`config.mk`:
```
export PLATFORM = sky130hd
export DESIGN_NAME = edge_capture_timer
export DESIGN_NICKNAME = d
export VERILOG_FILES = /design/src/rtl/ect_pkg.sv /design/src/rtl/ect_rst_sync.sv /design/src/rtl/ect_counter.sv /design/src/rtl/ect_capture_chan.sv /design/src/rtl/edge_capture_timer.sv
export SDC_FILE = /design/constraint.sdc
export NUM_CORES = 1
export LEC_CHECK = 0
export BUFFER_PORTS_ARGS = -buffer_cell sky130_fd_sc_hd__buf_2
export CAP_MARGIN = 20
export CELL_PAD_IN_SITES_DETAIL_PLACEMENT = 0
export CELL_PAD_IN_SITES_GLOBAL_PLACEMENT = 2
export CORE_MARGIN = 4
export CORE_UTILIZATION = 42
export CTS_CLUSTER_DIAMETER = 40
export DETAILED_ROUTE_END_ITERATION = 8
export PLACE_DENSITY = 0.91
export SLEW_MARGIN = 20
export SYNTH_ARGS = -nofsm -noshare
export SYNTH_HDL_FRONTEND = slang
export SYNTH_SLANG_ARGS = --single-unit
```
`constraint.sdc`:
```
create_clock -name clk -period 8.1 [get_ports clk]
set_input_delay 1.62 -clock clk [delete_from_list [all_inputs] [get_ports clk]]
set_output_delay 1.62 -clock clk [all_outputs]
set_load 0.01 [all_outputs]
```
`src/rtl/ect_pkg.sv`:
```
package ect_pkg;

  localparam int NUM_CAP = 2;

  // register byte offsets
  localparam int OFS_CTRL = 'h00;
  localparam int OFS_STAT = 'h08;
  localparam int OFS_IE   = 'h0C;
  localparam int OFS_CMP  = 'h10;
  localparam int OFS_CAP0 = 'h1C;
  localparam int OFS_CNT  = 'h24;
  localparam int CAP_STEP = 4;

  // control field positions
  localparam int CTL_EN      = 0;
  localparam int CTL_SRC_LO  = 6;
  localparam int CTL_FREE    = 9;
  localparam int CTL_MODE_LO = 16;

  // status / enable flag positions
  localparam int FLG_CMP    = 0;
  localparam int FLG_CAP_LO = 3;

  localparam logic [31:0] CTRL_MASK = 32'h000F_03C1;
  localparam logic [31:0] FLAG_MASK = 32'h0000_0019;

  localparam logic [2:0] SRC_CORE = 3'd2;
  localparam logic [2:0] SRC_OSC  = 3'd5;

  typedef enum logic [1:0] {
    EDGE_OFF  = 2'd0,
    EDGE_RISE = 2'd1,
    EDGE_FALL = 2'd2,
    EDGE_BOTH = 2'd3
  } edge_mode_e;

endpackage

```
`src/rtl/ect_rst_sync.sv`:
```
module ect_rst_sync #(
  parameter int STAGES = 2
) (
  input  logic clk,
  input  logic rst_n,
  output logic rst_n_q
);
  logic [STAGES-1:0] chain_q;

  always_ff @(posedge clk or negedge rst_n) begin
    if (!rst_n) chain_q <= '0;
    else        chain_q <= {chain_q[STAGES-2:0], 1'b1};
  end

  assign rst_n_q = chain_q[STAGES-1];
endmodule

```
`src/rtl/ect_counter.sv`:
```
module ect_counter
  import ect_pkg::*;
#(
  parameter int CNT_W   = 32,
  parameter int OSC_DIV = 8
) (
  input  logic             clk,
  input  logic             rst_n,
  input  logic             run_i,
  input  logic [2:0]       src_i,
  input  logic             freerun_i,
  input  logic             osc_tick_i,
  input  logic [CNT_W-1:0] cmp_i,
  output logic [CNT_W-1:0] cnt_o,
  output logic             match_o
);
  localparam int DIV_W = (OSC_DIV > 1) ? $clog2(OSC_DIV) : 1;
  localparam logic [DIV_W-1:0] DIV_LAST = DIV_W'(OSC_DIV - 1);

  logic [DIV_W-1:0] div_q, div_d;
  logic [CNT_W-1:0] cnt_q, cnt_d;
  logic             osc_sel, tick;

  assign osc_sel = run_i && (src_i == SRC_OSC);
  assign tick    = (run_i && (src_i == SRC_CORE)) ||
                   (osc_sel && osc_tick_i && (div_q == DIV_LAST));
  assign match_o = tick && (cnt_q == cmp_i);

  always_comb begin
    div_d = div_q;
    if (!osc_sel)        div_d = '0;
    else if (osc_tick_i) div_d = (div_q == DIV_LAST) ? '0 : div_q + 1'b1;

    cnt_d = cnt_q;
    if (tick) cnt_d = (match_o && !freerun_i) ? '0 : cnt_q + 1'b1;
  end

  always_ff @(posedge clk or negedge rst_n) begin
    if (!rst_n) begin
      div_q <= '0;
      cnt_q <= '0;
    end else begin
      div_q <= div_d;
      if (tick) cnt_q <= cnt_d;
    end
  end

  assign cnt_o = cnt_q;
endmodule

```
`src/rtl/ect_capture_chan.sv`:
```
module ect_capture_chan
  import ect_pkg::*;
#(
  parameter int CNT_W       = 32,
  parameter int SYNC_STAGES = 2
) (
  input  logic             clk,
  input  logic             rst_n,
  input  logic             pin_i,
  input  edge_mode_e       mode_i,
  input  logic [CNT_W-1:0] cnt_i,
  output logic [CNT_W-1:0] cap_o,
  output logic             evt_o
);
  logic [SYNC_STAGES-1:0] sync_q;
  logic                   prev_q;
  logic                   lvl, rise, fall, hit;
  logic [CNT_W-1:0]       cap_q, cap_d;

  assign lvl  = sync_q[SYNC_STAGES-1];
  assign rise = lvl && !prev_q;
  assign fall = !lvl && prev_q;

  always_comb begin
    unique case (mode_i)
      EDGE_RISE: hit = rise;
      EDGE_FALL: hit = fall;
      EDGE_BOTH: hit = rise || fall;
      default:   hit = 1'b0;
    endcase
    cap_d = hit ? cnt_i : cap_q;
  end

  always_ff @(posedge clk or negedge rst_n) begin
    if (!rst_n) begin
      sync_q <= '0;
      prev_q <= 1'b0;
      cap_q  <= '0;
    end else begin
      sync_q <= {sync_q[SYNC_STAGES-2:0], pin_i};
      prev_q <= lvl;
      if (hit) cap_q <= cap_d;
    end
  end

  assign cap_o = cap_q;
  assign evt_o = hit;
endmodule

```
`src/rtl/edge_capture_timer.sv`:
```
module edge_capture_timer
  import ect_pkg::*;
#(
  parameter int CNT_W       = 32,
  parameter int ADDR_W      = 8,
  parameter int SYNC_STAGES = 2,
  parameter int OSC_DIV     = 8
) (
  input  logic               clk,
  input  logic               rst_n,
  input  logic               bus_wr,
  input  logic               bus_rd,
  input  logic [ADDR_W-1:0]  bus_addr,
  input  logic [31:0]        bus_wdata,
  output logic [31:0]        bus_rdata,
  input  logic [NUM_CAP-1:0] cap_pin,
  input  logic               osc_tick,
  output logic               irq_o
);
  localparam logic [ADDR_W-1:0] A_CTRL = ADDR_W'(OFS_CTRL);
  localparam logic [ADDR_W-1:0] A_STAT = ADDR_W'(OFS_STAT);
  localparam logic [ADDR_W-1:0] A_IE   = ADDR_W'(OFS_IE);
  localparam logic [ADDR_W-1:0] A_CMP  = ADDR_W'(OFS_CMP);
  localparam logic [ADDR_W-1:0] A_CNT  = ADDR_W'(OFS_CNT);

  logic                          rst_n_q;
  logic [31:0]                   ctrl_q, ctrl_d, ie_q, ie_d, status_q, status_d;
  logic [31:0]                   set_vec, clr_vec, rd_val;
  logic [CNT_W-1:0]              cmp_q, cmp_d, cnt;
  logic                          ctrl_we, ie_we, cmp_we, stat_we, match;
  logic [NUM_CAP-1:0]            cap_evt;
  logic [NUM_CAP-1:0][CNT_W-1:0] cap_vals;

  ect_rst_sync #(.STAGES(2)) u_rst (
    .clk     (clk),
    .rst_n   (rst_n),
    .rst_n_q (rst_n_q)
  );

  ect_counter #(.CNT_W(CNT_W), .OSC_DIV(OSC_DIV)) u_cnt (
    .clk        (clk),
    .rst_n      (rst_n_q),
    .run_i      (ctrl_q[CTL_EN]),
    .src_i      (ctrl_q[CTL_SRC_LO +: 3]),
    .freerun_i  (ctrl_q[CTL_FREE]),
    .osc_tick_i (osc_tick),
    .cmp_i      (cmp_q),
    .cnt_o      (cnt),
    .match_o    (match)
  );

  for (genvar g = 0; g < NUM_CAP; g++) begin : g_cap
    ect_capture_chan #(.CNT_W(CNT_W), .SYNC_STAGES(SYNC_STAGES)) u_chan (
      .clk    (clk),
      .rst_n  (rst_n_q),
      .pin_i  (cap_pin[g]),
      .mode_i (edge_mode_e'(ctrl_q[CTL_MODE_LO + 2*g +: 2])),
      .cnt_i  (cnt),
      .cap_o  (cap_vals[g]),
      .evt_o  (cap_evt[g])
    );
  end

  // address decode and next state
  assign ctrl_we = bus_wr && (bus_addr == A_CTRL);
  assign ie_we   = bus_wr && (bus_addr == A_IE);
  assign cmp_we  = bus_wr && (bus_addr == A_CMP);
  assign stat_we = bus_wr && (bus_addr == A_STAT);

  always_comb begin
    ctrl_d  = bus_wdata & CTRL_MASK;
    ie_d    = bus_wdata & FLAG_MASK;
    cmp_d   = bus_wdata[CNT_W-1:0];
    set_vec = '0;
    set_vec[FLG_CMP] = match;
    for (int i = 0; i < NUM_CAP; i++) set_vec[FLG_CAP_LO + i] = cap_evt[i];
    clr_vec  = stat_we ? (bus_wdata & FLAG_MASK) : '0;
    // a new event wins over a clear in the same cycle
    status_d = (status_q & ~clr_vec) | set_vec;
  end

  always_ff @(posedge clk or negedge rst_n_q) begin
    if (!rst_n_q) begin
      ctrl_q   <= '0;
      ie_q     <= '0;
      cmp_q    <= '0;
      status_q <= '0;
    end else begin
      if (ctrl_we) ctrl_q <= ctrl_d;
      if (ie_we)   ie_q   <= ie_d;
      if (cmp_we)  cmp_q  <= cmp_d;
      status_q <= status_d;
    end
  end

  // read port
  always_comb begin
    rd_val = '0;
    if (bus_addr == A_CTRL) rd_val = ctrl_q;
    if (bus_addr == A_STAT) rd_val = status_q;
    if (bus_addr == A_IE)   rd_val = ie_q;
    if (bus_addr == A_CMP)  rd_val = 32'(cmp_q);
    if (bus_addr == A_CNT)  rd_val = 32'(cnt);
    for (int i = 0; i < NUM_CAP; i++) begin
      if (bus_addr == ADDR_W'(OFS_CAP0 + CAP_STEP*i)) rd_val = 32'(cap_vals[i]);
    end
  end

  assign bus_rdata = bus_rd ? rd_val : '0;
  assign irq_o     = |(status_q & ie_q & FLAG_MASK);
endmodule

```
==> impl_metrics.py, run 1 <==
metrics = {
    "outcome": {
        "status": "complete, no violations",
    },
    "clock_tree": {
        "cts-htree-levels": 4,
        "cts_setup_buffers": 0,
        "cts_sinks": 154,
        "cts_buffers": 17,
        "clk_pin_slew_ns": 0.06,
        "clkLatencyLatePin_ns": 0.43,
        "cts_tree": "built",
        "cts_max_path_buffers": 2,
        "cts_resized": 0,
        "cts_hold_buf": 0,
        "cts-root-buf": "clkbuf_16",
    },
    "timing": {
        "worst_pin_slew_ns": 1.16,
        "rsz0062_at_grt": "no",
        "setup_violations": 0,
        "period_share": 0.693,
        "report.final.slew_viol_count": 0,
        "max_freq_ghz": 0.178,
        "relSlewSlack": 0.222,
        "skew_ns": 0.00583,
        "finalHoldViolCount": 0,
        "period_needed_ns": 5.61,
        "setup_tns_ns": 0,
    },
    "final_layout": {
        "drive_above_1_share": 0.319,
        "regArea_um2": 3860,
        "final_area_um2": 8930,
        "area_growth_pct": 15.3,
        "n_fill_cell": 1623,
        "multi_input_area_um2": 3640,
        "antenna_cells": 0,
        "nets": 796,
    },
    "yosys": {
        "yosysWarnings": 0,
        "synth_top_area_frac": 0.497,
        "synth_top_area_cell": "dfrtp_1",
        "synthCells": 697,
        "synth.distinct_cells": 52,
        "synth-seq-cells": 154,
        "avgSynthCellArea_um2": 11.1,
        "ys_seq_area_frac": 0.497,
        "synth_nets": 751,
        "synth-edff-count": 0,
        "synthFlopType": "dfrtp_1",
        "synth_area_leaders": "dfrtp_1 (50%), mux2_2 (15%), xor2_1 (6.6%), a22oi_1 (3.1%), clkbuf_1 (2.4%)",
        "syn-cell-area_um2": 7750,
        "synth-async-reset-ratio": 1.00,
    },
    "global_route": {
        "grt_pass1_vias": 5991,
        "grt_use_total": 0.206,
        "grt-ovfl-total": 0,
        "antenna_found_initial": 0,
        "grt_max_degree": 82,
        "grt_pass1_wl_um": 33000,
    },
    "floorplanning": {
        "start_util": 0.430,
        "dieArea_um2": 20700,
        "die_h_um": 144,
        "ioPinCount": 80,
        "die_width_um": 144,
        "fp-row-count": 49,
        "core_um2": 18000,
    },
    "setup_path": {
        "path_delay_family": "simple AND/OR/NAND/NOR gates",
        "crit_buf_inv": 2,
        "critical_path_class": "input pin to output port",
        "path_cells": "buf_2, or4b_2, nor2_1, a22oi_1, a21boi_0, buf_2",
        "cp-start-kind": "input pin",
        "cp_common_cell": "buf_2",
        "cp.arrival_ns": 3.99,
        "path_max_fanout": 11,
        "critPathSlowestCell": "nor2_1",
        "crit_path_max_incr_delay_ns": 0.89,
        "cp-end-kind": "output port",
        "required_ns": 6.48,
    },
    "route": {
        "wl_per_cell_um": 21.0,
        "antenna_left": 0,
        "drt_iter0_markers": 452,
        "drc": 0,
        "route.vias.total": 5821,
        "wirelength_um": 20700,
        "drt_first_pass_iters": 5,
        "avgViaCountPerCell": 5.92,
    },
    "worst_hold_path": {
        "hold_path.class": "flip-flop to asynchronous set/reset pin",
    },
    "power_and_ir_drop": {
        "cellLeakagePower_nw": 4.36,
        "powerDensity_nw_per_um2": 196,
        "p_total_w": 0.00175,
        "ir_worst_vdd_mv": 0.149,
    },
    "placed_design": {
        "dp_hpwl_um": 13700,
        "finalWeightedCongestion": 0.817,
        "place_area_um2": 8290,
        "io_buffers": 79,
    },
    "job": {
        "maxCapViolations": 0,
    },
}
[registers in the layout, summed over array words and instances (netlist names)]
signal               flops
u_rst.chain_q            2
cmp_q                   32
g_cap.u_chan.cap_o      64
ctrl_q                   9
u_cnt.div_q              3
ie_q                     3
u_cnt.cnt_o             32
status_q                 3
g_cap.u_chan.sync_q      4
g_cap.u_chan.prev_q      2
[power by group]
part | total [W] | internal (W) | switching, W
clock network | 0.000833 | 0.000513 | 0.000320
registers | 0.000823 | 0.000798 | 0.0000258
logic | 0.0000949 | 0.0000428 | 0.0000521
total | 0.00175 | 0.00135 | 0.000398
[per-layer routing]
layer	up-vias	GRT usage	wire length, um
met4	0	0.0723	438
met3	28	0.0389	1080
met2	194	0.326	9840
met5	-	0	0
met1	2981	0.286	9320
li1	2618	-	-
[worst paths after layout]
kind	depth (start not counted)	end	startpoint	slack (ns)
worst max-delay path	6	bus_rdata[0]	bus_addr[3]	2.49
min in group clk	0	u_rst.chain_q[1]	u_rst.chain_q[0]	0.35
max in group asynchronous	2	u_cnt.div_q[0]	u_rst.chain_q[1]	6.21
worst max register to register	8	u_cnt.cnt_o[9]	u_cnt.div_q[0]	5.64
worst min-delay path	0	g_cap[1].u_chan.cap_o[12]	u_rst.chain_q[1]	0.28
worst min register to register	0	g_cap[1].u_chan.cap_o[12]	u_rst.chain_q[1]	0.28
[worst register-to-register path, stage by stage, from the launching register on]
cell and delay, ns:
dfrtp_1 0.37, ha_1 0.16, ha_1 0.23, nand2_1 0.07
o21ai_0 0.55, nand4_1 0.27, nor4_2 0.20, buf_4 0.37
nor2_1 0.11
[cell families (layout without fill, tap and decap cells)]
group,count (synthesis),in the layout,synth area share
AOI/OAI and AO/OA,130,130,0.114
xor gates and xnor gates,61,61,0.0690
adders and majority gates,7,7,0.0113
buffers and inverters,74,132,0.0375
DFF,154,154,0.497
muxes,109,109,0.158
other,1,1,0.000484
and+or+nand+nor,161,161,0.112
[layout by cell type, fill, tap and decap left out, types with 4 or more instances in the layout]
master / instances
a21oi_1: 35
nand3_1: 14
nor3_1: 5
nand2_1: 27
nand4_1: 28
clkinv_2: 5
and3_1: 5
a221oi_1: 8
bufinv_16: 4
buf_2: 79
dfrtp_1: 153
and2_1: 5
mux2i_1: 4
a22oi_1: 32
nor2_1: 42
ha_1: 7
inv_1: 9
mux2_2: 105
nor4_1: 11
clkbuf_16: 17
xor2_1: 58
o221ai_1: 21
o21ai_0: 16
buf_4: 11
[cell usage after synthesis, types with 2 or more instances]
| cell type | number |
|---|---|
| a211oi_1 | 2 |
| a221oi_1 | 8 |
| xnor2_1 | 3 |
| and3_1 | 5 |
| clkbuf_2 | 2 |
| clkbuf_1 | 49 |
| nor3b_1 | 2 |
| nor2_1 | 42 |
| a21oi_1 | 36 |
| xor2_1 | 58 |
| buf_1 | 6 |
| and4_1 | 2 |
| a21boi_0 | 2 |
| o22ai_1 | 3 |
| and2_1 | 5 |
| inv_1 | 9 |
| dfrtp_1 | 154 |
| o221ai_1 | 21 |
| buf_2 | 8 |
| nor4_1 | 12 |
| a22oi_1 | 32 |
| nor2b_1 | 3 |
| mux2i_1 | 4 |
| or3_1 | 2 |
| nor3_1 | 5 |
| o2bb2ai_1 | 3 |
| a21o_1 | 2 |
| o21ai_0 | 16 |
| nand2_1 | 27 |
| nand3_1 | 14 |
| ha_1 | 7 |
| mux2_2 | 105 |
| nand4_1 | 28 |
| or4b_2 | 2 |
[metrics by stage]
| stage | instances | util | setup slack [ns] | hold WS, ns |
|---|---|---|---|---|
| floorplan | 697 | - | 3.27 | 0.331 |
| global placement | 951 | 0.460 | 2.58 | 0.339 |
| detailed placement | 951 | 0.460 | 2.54 | 0.336 |
| CTS | 983 | 0.494 | 2.53 | 0.357 |
| global route | 984 | 0.495 | 2.41 | 0.325 |
| finish | 984 | 0.495 | 2.49 | 0.281 |
[area by class of cell]
| type | instances | area share |
|---|---|---|
| repair buffers | 91 | 0.0566 |
| well taps | 229 | 0.0321 |
| flip-flops and latches | 154 | 0.432 |
| multi-input cells | 469 | 0.407 |
| clock buffers | 19 | 0.0485 |
| inverters | 9 | 0.00378 |
| clock inverters | 13 | 0.0198 |
No activity file was read; power rests on OpenSTA's default activity.
==> run 2: changes to the inputs <==
ABC_AREA = 1   (was not set)
CORE_UTILIZATION = 34   (was 42)
PLACE_DENSITY = 0.85   (was 0.91)
clock period = 5.4 ns   (was 8.1 ns; I/O delays follow)
==> run 2 against run 1 <==
- routed wire length increased by 31%
- design area increased by 9.1%
- sequential cell count unchanged
- clock-buffer cell count decreased by 1
- die area increased by 33%
- clock skew increased by 0.0096 ns
- non-clock buffer count decreased by 3
- sequential share of layout area decreased by 3.6 points
- critical path type unchanged
- largest cell class is now multi-input gates
- largest power group is now sequential cells
==> impl_metrics.py, run 2 <==
metrics = {
    "placed_design": {
        "dp.cells": 1522,
        "dp_hpwl_um": 20000,
        "finalWeightedCongestion": 0.865,
        "io_buffers": 79,
    },
    "yosys": {
        "synthFlopType": "dfrtp_1",
        "yosysWarnings": 0,
        "synth-seq-cells": 154,
        "avgSynthCellArea_um2": 7.34,
        "synth.distinct_cells": 43,
        "yosysMostFrequentCell": "nand2_1",
        "synth_top_area_cell": "dfrtp_1",
        "syn-cell-area_um2": 8500,
        "synthCells": 1158,
        "ys_seq_area_frac": 0.454,
        "synth_area_leaders": "dfrtp_1 (45%), nand2_1 (14%), o21ai_0 (7.5%), nor2_1 (6.0%), inv_1 (5.4%)",
        "synth.top_cells.by_count": "nand2_1 (322), dfrtp_1 (154), nor2_1 (135), o21ai_0 (128), inv_1 (123)",
        "synth_nets": 1212,
        "synth_top_area_frac": 0.454,
        "synth-edff-count": 0,
        "synth-async-reset-ratio": 1.00,
    },
    "route": {
        "antenna_left": 0,
        "wirelength_um": 27000,
        "drc": 0,
        "route.vias.total": 7738,
        "wl_per_cell_um": 17.4,
        "drt_iter0_markers": 707,
        "drt_first_pass_iters": 6,
        "avgViaCountPerCell": 4.98,
    },
    "timing": {
        "relSlewSlack": 0.299,
        "skew_ns": 0.0154,
        "report.final.slew_viol_count": 0,
        "rsz0062_at_grt": "no",
        "period_share": 0.749,
        "worst_pin_slew_ns": 1.05,
        "setup_violations": 0,
        "finalHoldViolCount": 0,
        "max_freq_ghz": 0.247,
        "period_needed_ns": 4.04,
        "setup_tns_ns": 0,
    },
    "global_route": {
        "grt_max_degree": 70,
        "grt-ovfl-total": 0,
        "grt_pass1_vias": 7303,
        "grt_pass1_wl_um": 42600,
        "antenna_found_initial": 0,
        "grt_use_total": 0.196,
    },
    "final_layout": {
        "n_fill_cell": 2620,
        "nets": 1271,
        "layout.cells.non_filler": 1554,
        "drive_above_1_share": 0.125,
        "layout_common_cells": "nand2_1 (321), dfrtp_1 (153), nor2_1 (135)",
        "antenna_cells": 0,
        "area_growth_pct": 14.6,
        "final_common_cell": "nand2_1",
        "largest_reg_flops": 64,
    },
    "floorplanning": {
        "core_um2": 24500,
        "dieArea_um2": 27600,
        "die_h_um": 166,
        "die_width_um": 166,
        "fp-row-count": 57,
        "ioPinCount": 80,
        "start_util": 0.347,
    },
    "setup_path": {
        "required_ns": 4.32,
        "path_cells": "buf_2, inv_1, nand2_1, nor3_4, buf_4, nand2_1, buf_4, o21ai_0, o22ai_1, a21oi_1, buf_2",
        "crit_path_max_incr_delay_ns": 0.38,
        "cp-start-kind": "input pin",
        "critPathSlowestCell": "nand2_1",
        "path_max_fanout": 21,
        "cp.arrival_ns": 2.96,
        "cp-end-kind": "output port",
        "critical_path_class": "input pin to output port",
    },
    "clock_tree": {
        "cts_buffers": 17,
        "clk_pin_slew_ns": 0.07,
        "cts-htree-levels": 4,
        "cts_tree": "built",
        "cts_hold_buf": 0,
        "cts-root-buf": "clkbuf_16",
        "cts_max_path_buffers": 2,
        "clkLatencyLatePin_ns": 0.44,
        "cts_sinks": 154,
        "cts_setup_buffers": 0,
        "cts_resized": 0,
    },
    "power_and_ir_drop": {
        "ir_worst_vdd_mv": 0.190,
        "powerDensity_nw_per_um2": 278,
        "cellLeakagePower_nw": 4.92,
    },
    "worst_hold_path": {
        "hold_path.class": "flip-flop to asynchronous set/reset pin",
    },
    "job": {
        "maxCapViolations": 0,
    },
    "outcome": {
        "status": "complete, no violations",
    },
}
run 2: cell types whose count changed after synthesis, sizes merged, moves of 18 or more:
cell	delta
a22oi	-32
nand2	+302
nand3	+42
o221ai	-19
inv	+119
xor2	-51
clkbuf	-28
mux2	-104
o21ai	+131
nor2	+100
o22ai	+18
run 2: critical path, delay by kind of cell:
family	cells	cell delay (ns)
buffers and inverters	5	0.89
AO/OA/AOI/OAI	3	0.33
AND/OR/NAND/NOR	3	0.64
run 2: final cells by class:
| class | instances | area, um2 | share of cell area |
|---|---|---|---|
| clock buffer | 18 | 429 | 0.0441 |
| clock inverter | 14 | 135 | 0.0139 |
| inverter | 129 | 485 | 0.0499 |
| multi-input combinational | 827 | 3960 | 0.407 |
| sequential | 154 | 3860 | 0.396 |
| tap | 324 | 405 | 0.0416 |
| timing repair buffer | 88 | 463 | 0.0475 |
run 2: metal layers:
layer  wire length [um]  track usage
met4                361       0.0452
met5                  0            0
met2              11700        0.290
met3               1520       0.0469
met1              13400        0.290
run 2: logic make-up after synthesis:
family                   count (synthesis)  share of synthesized area
other                                    1                   0.000441
AND/OR/NAND/NOR                        561                      0.281
buffers and inverters                  177                     0.0839
XOR/XNOR                                23                     0.0246
AO/OA/AOI/OAI                          234                      0.145
multiplexers                             1                    0.00133
flip-flops                             154                      0.454
adder cells (fa/ha/maj)                  7                     0.0103
run 2: final timing paths:
check / startpoint / to / slack (ns) / cells past startpoint
min in group clk: g_cap[1].u_chan.sync_q[0] / g_cap[1].u_chan.sync_q[1] / 0.35 / 0
max: bus_addr[6] / bus_rdata[29] / 1.36 / 11
min: u_rst.chain_q[1] / ctrl_q[6] / 0.28 / 0
max in group asynchronous: u_rst.chain_q[1] / g_cap[0].u_chan.cap_o[15] / 3.83 / 1
max reg2reg: u_cnt.cnt_o[21] / u_cnt.cnt_o[1] / 3.16 / 10
min reg2reg: u_rst.chain_q[1] / ctrl_q[6] / 0.28 / 0
run 2: per-stage QoR:
stage	total power (W)	instance area, um2	worst slack, ns	util	hold WS (ns)
2_1_floorplan	0.00147	8500	0.791	-	0.331
3_3_place_gp	0.00154	9170	1.33	0.375	0.301
3_5_place_dp	0.00155	9170	1.32	0.375	0.309
4_1_cts	0.00273	9740	1.32	0.398	0.315
5_1_grt	0.00283	9740	1.12	0.398	0.331
6_report	0.00271	9740	1.36	0.398	0.283
run 2: power by group:
part	switching, W	total (W)	internal [W]
Clock	0.000537	0.00118	0.000644
Sequential	0.0000666	0.00133	0.00126
Combinational	0.000123	0.000199	0.0000767
==> run 3: changes to the inputs <==
CORE_UTILIZATION = 31   (was 34)
PLACE_DENSITY = 0.82   (was 0.85)
clock period = 3.3 ns   (was 5.4 ns; I/O delays follow)
==> run 3 against run 2 <==
- register-to-register slack worse by 2.1 ns
- worst hold slack improved by 0.044 ns
- clock power rose by 66%
- via count down 0.18%
- combinational power grew 74%
- setup slack worse by 1.0 ns
- largest cell class unchanged
- critical path depth down 1
- core utilization shrank 3.2 points
- first-iteration DRC count fell by 18%
- cell count grew 1.5%
==> impl_metrics.py, run 3 (same netlist as run 2, synthesis figures left out) <==
metrics = {
    "placed_design": {
        "dp.cells": 1544,
        "dp_hpwl_um": 20700,
        "finalWeightedCongestion": 0.885,
        "io_buffers": 79,
        "place_area_um2": 9260,
        "pre_cts_ws_ns": 0.340,
    },
    "floorplanning": {
        "ioPinCount": 80,
        "dieArea_um2": 30100,
        "die_width_um": 174,
        "fp-row-count": 60,
        "start_util": 0.315,
        "die_h_um": 174,
        "core_um2": 27000,
    },
    "final_layout": {
        "final_common_cell": "nand2_1",
        "largest_reg_flops": 64,
        "layout_common_cells": "nand2_1 (321), dfrtp_1 (153), nor2_1 (135)",
        "nets": 1277,
        "antenna_cells": 0,
        "layout.cells.non_filler": 1577,
        "n_fill_cell": 2873,
        "drive_above_1_share": 0.129,
        "area_growth_pct": 16.0,
        "final_area_um2": 9860,
    },
    "clock_tree": {
        "cts_max_path_buffers": 2,
        "cts_sinks": 154,
        "cts-root-buf": "clkbuf_16",
        "cts_resized": 0,
        "clkLatencyLatePin_ns": 0.43,
        "cts_buffers": 17,
        "cts_setup_buffers": 0,
        "clk_pin_slew_ns": 0.08,
        "cts-htree-levels": 4,
        "cts_hold_buf": 1,
        "cts_tree": "built",
    },
    "global_route": {
        "grt-ovfl-total": 0,
        "grt_max_degree": 87,
        "antenna_found_initial": 0,
        "grt_pass1_wl_um": 43400,
        "grt_use_total": 0.183,
        "grt_pass1_vias": 7390,
    },
    "setup_path": {
        "r2r.worst_path.cells": 10,
        "cp-end-kind": "output port",
        "cp-start-kind": "input pin",
        "critical_path_class": "input pin to output port",
        "required_ns": 2.64,
        "r2r_end": "u_cnt.cnt_o[1]",
        "cp.arrival_ns": 2.31,
        "path_cells": "buf_2, inv_1, nand2_1, nor3_1, nand2_1, buf_4, inv_1, nand2_1, a41oi_1, buf_2",
        "path_max_fanout": 22,
        "r2r-start": "u_cnt.cnt_o[21]",
        "path_delay_family": "buffers and inverters",
        "regToRegSetupSlack_ns": 1.06,
        "cp_common_cell": "nand2_1",
        "crit_path_max_incr_delay_ns": 0.36,
        "critPathSlowestCell": "inv_1",
        "crit_buf_inv": 5,
    },
    "timing": {
        "finalHoldViolCount": 0,
        "report.final.slew_viol_count": 0,
        "rsz0062_at_grt": "no",
        "worst_pin_slew_ns": 0.805,
        "whs_ns": 0.327,
        "skew_ns": 0.0165,
        "relSlewSlack": 0.464,
        "period_share": 0.900,
        "period_needed_ns": 2.97,
        "setup_tns_ns": 0,
        "max_freq_ghz": 0.337,
        "worst_slack_ns": 0.330,
        "setup_violations": 0,
    },
    "power_and_ir_drop": {
        "pwr-share-comb": 0.077,
        "cellLeakagePower_nw": 4.98,
        "powerDensity_nw_per_um2": 454,
        "ir_worst_vdd_mv": 0.373,
        "p_clk_frac": 0.438,
        "power_frac_seq": 0.485,
        "power.switching_w": 0.00124,
        "swShare": 0.278,
        "internal_power_w": 0.00323,
    },
    "route": {
        "drc": 0,
        "route.vias.total": 7724,
        "avgViaCountPerCell": 4.90,
        "wl_per_cell_um": 17.3,
        "wirelength_um": 27400,
        "drt_first_pass_iters": 5,
        "drt_iter0_markers": 582,
        "antenna_left": 0,
    },
    "worst_hold_path": {
        "hold_end": "g_cap[0].u_chan.sync_q[0]",
        "hold_depth": 1,
        "hold_path.class": "input pin to flip-flop",
        "min_from": "cap_pin[0]",
    },
    "job": {
        "maxCapViolations": 0,
    },
    "outcome": {
        "status": "complete, no violations",
    },
}
run 3: routing by layer:
| metal | up-vias | track usage | routed length [um] |
|---|---|---|---|
| li1 | 3865 | - | - |
| met1 | 3708 | 0.276 | 13800 |
| met2 | 141 | 0.281 | 12300 |
| met3 | 10 | 0.0264 | 1010 |
| met4 | 0 | 0.0356 | 195 |
| met5 | - | 0 | 0 |
run 3: worst max-delay path by stage:
stage,start,to,cells after the start
2_1_floorplan,u_rst.chain_q[1],cmp_q[0],0
3_3_place_gp,bus_addr[6],bus_rdata[0],12
3_5_place_dp,bus_addr[6],bus_rdata[22],10
4_1_cts,bus_addr[6],bus_rdata[22],10
5_1_grt,bus_addr[6],bus_rdata[0],12
6_report,bus_addr[6],bus_rdata[22],10
run 3: area by class of cell:
type,instances,area (um2),area share
tap,341,427,0.0433
timing repair buffer,94,536,0.0543
multi-input combinational,827,3960,0.402
clock inverter,14,150,0.0152
clock buffer,18,439,0.0446
inverter,129,485,0.0493
sequential,154,3860,0.391
run 3: per-stage QoR:
stage / power (W) / utilization
6_report: 0.00447 / 0.366
2_1_floorplan: 0.00241 / -
5_1_grt: 0.00468 / 0.366
3_5_place_dp: 0.00255 / 0.344
3_3_place_gp: 0.00254 / 0.344
4_1_cts: 0.00452 / 0.366
run 3: power groups by stage:
stage | clock [W] | sequential [W] | combinational (W)
2_1_floorplan | 0 | 0.00220 | 0.000212
3_3_place_gp | 0 | 0.00220 | 0.000344
3_5_place_dp | 0 | 0.00220 | 0.000352
4_1_cts | 0.00200 | 0.00217 | 0.000353
5_1_grt | 0.00209 | 0.00219 | 0.000408
6_report | 0.00196 | 0.00217 | 0.000346
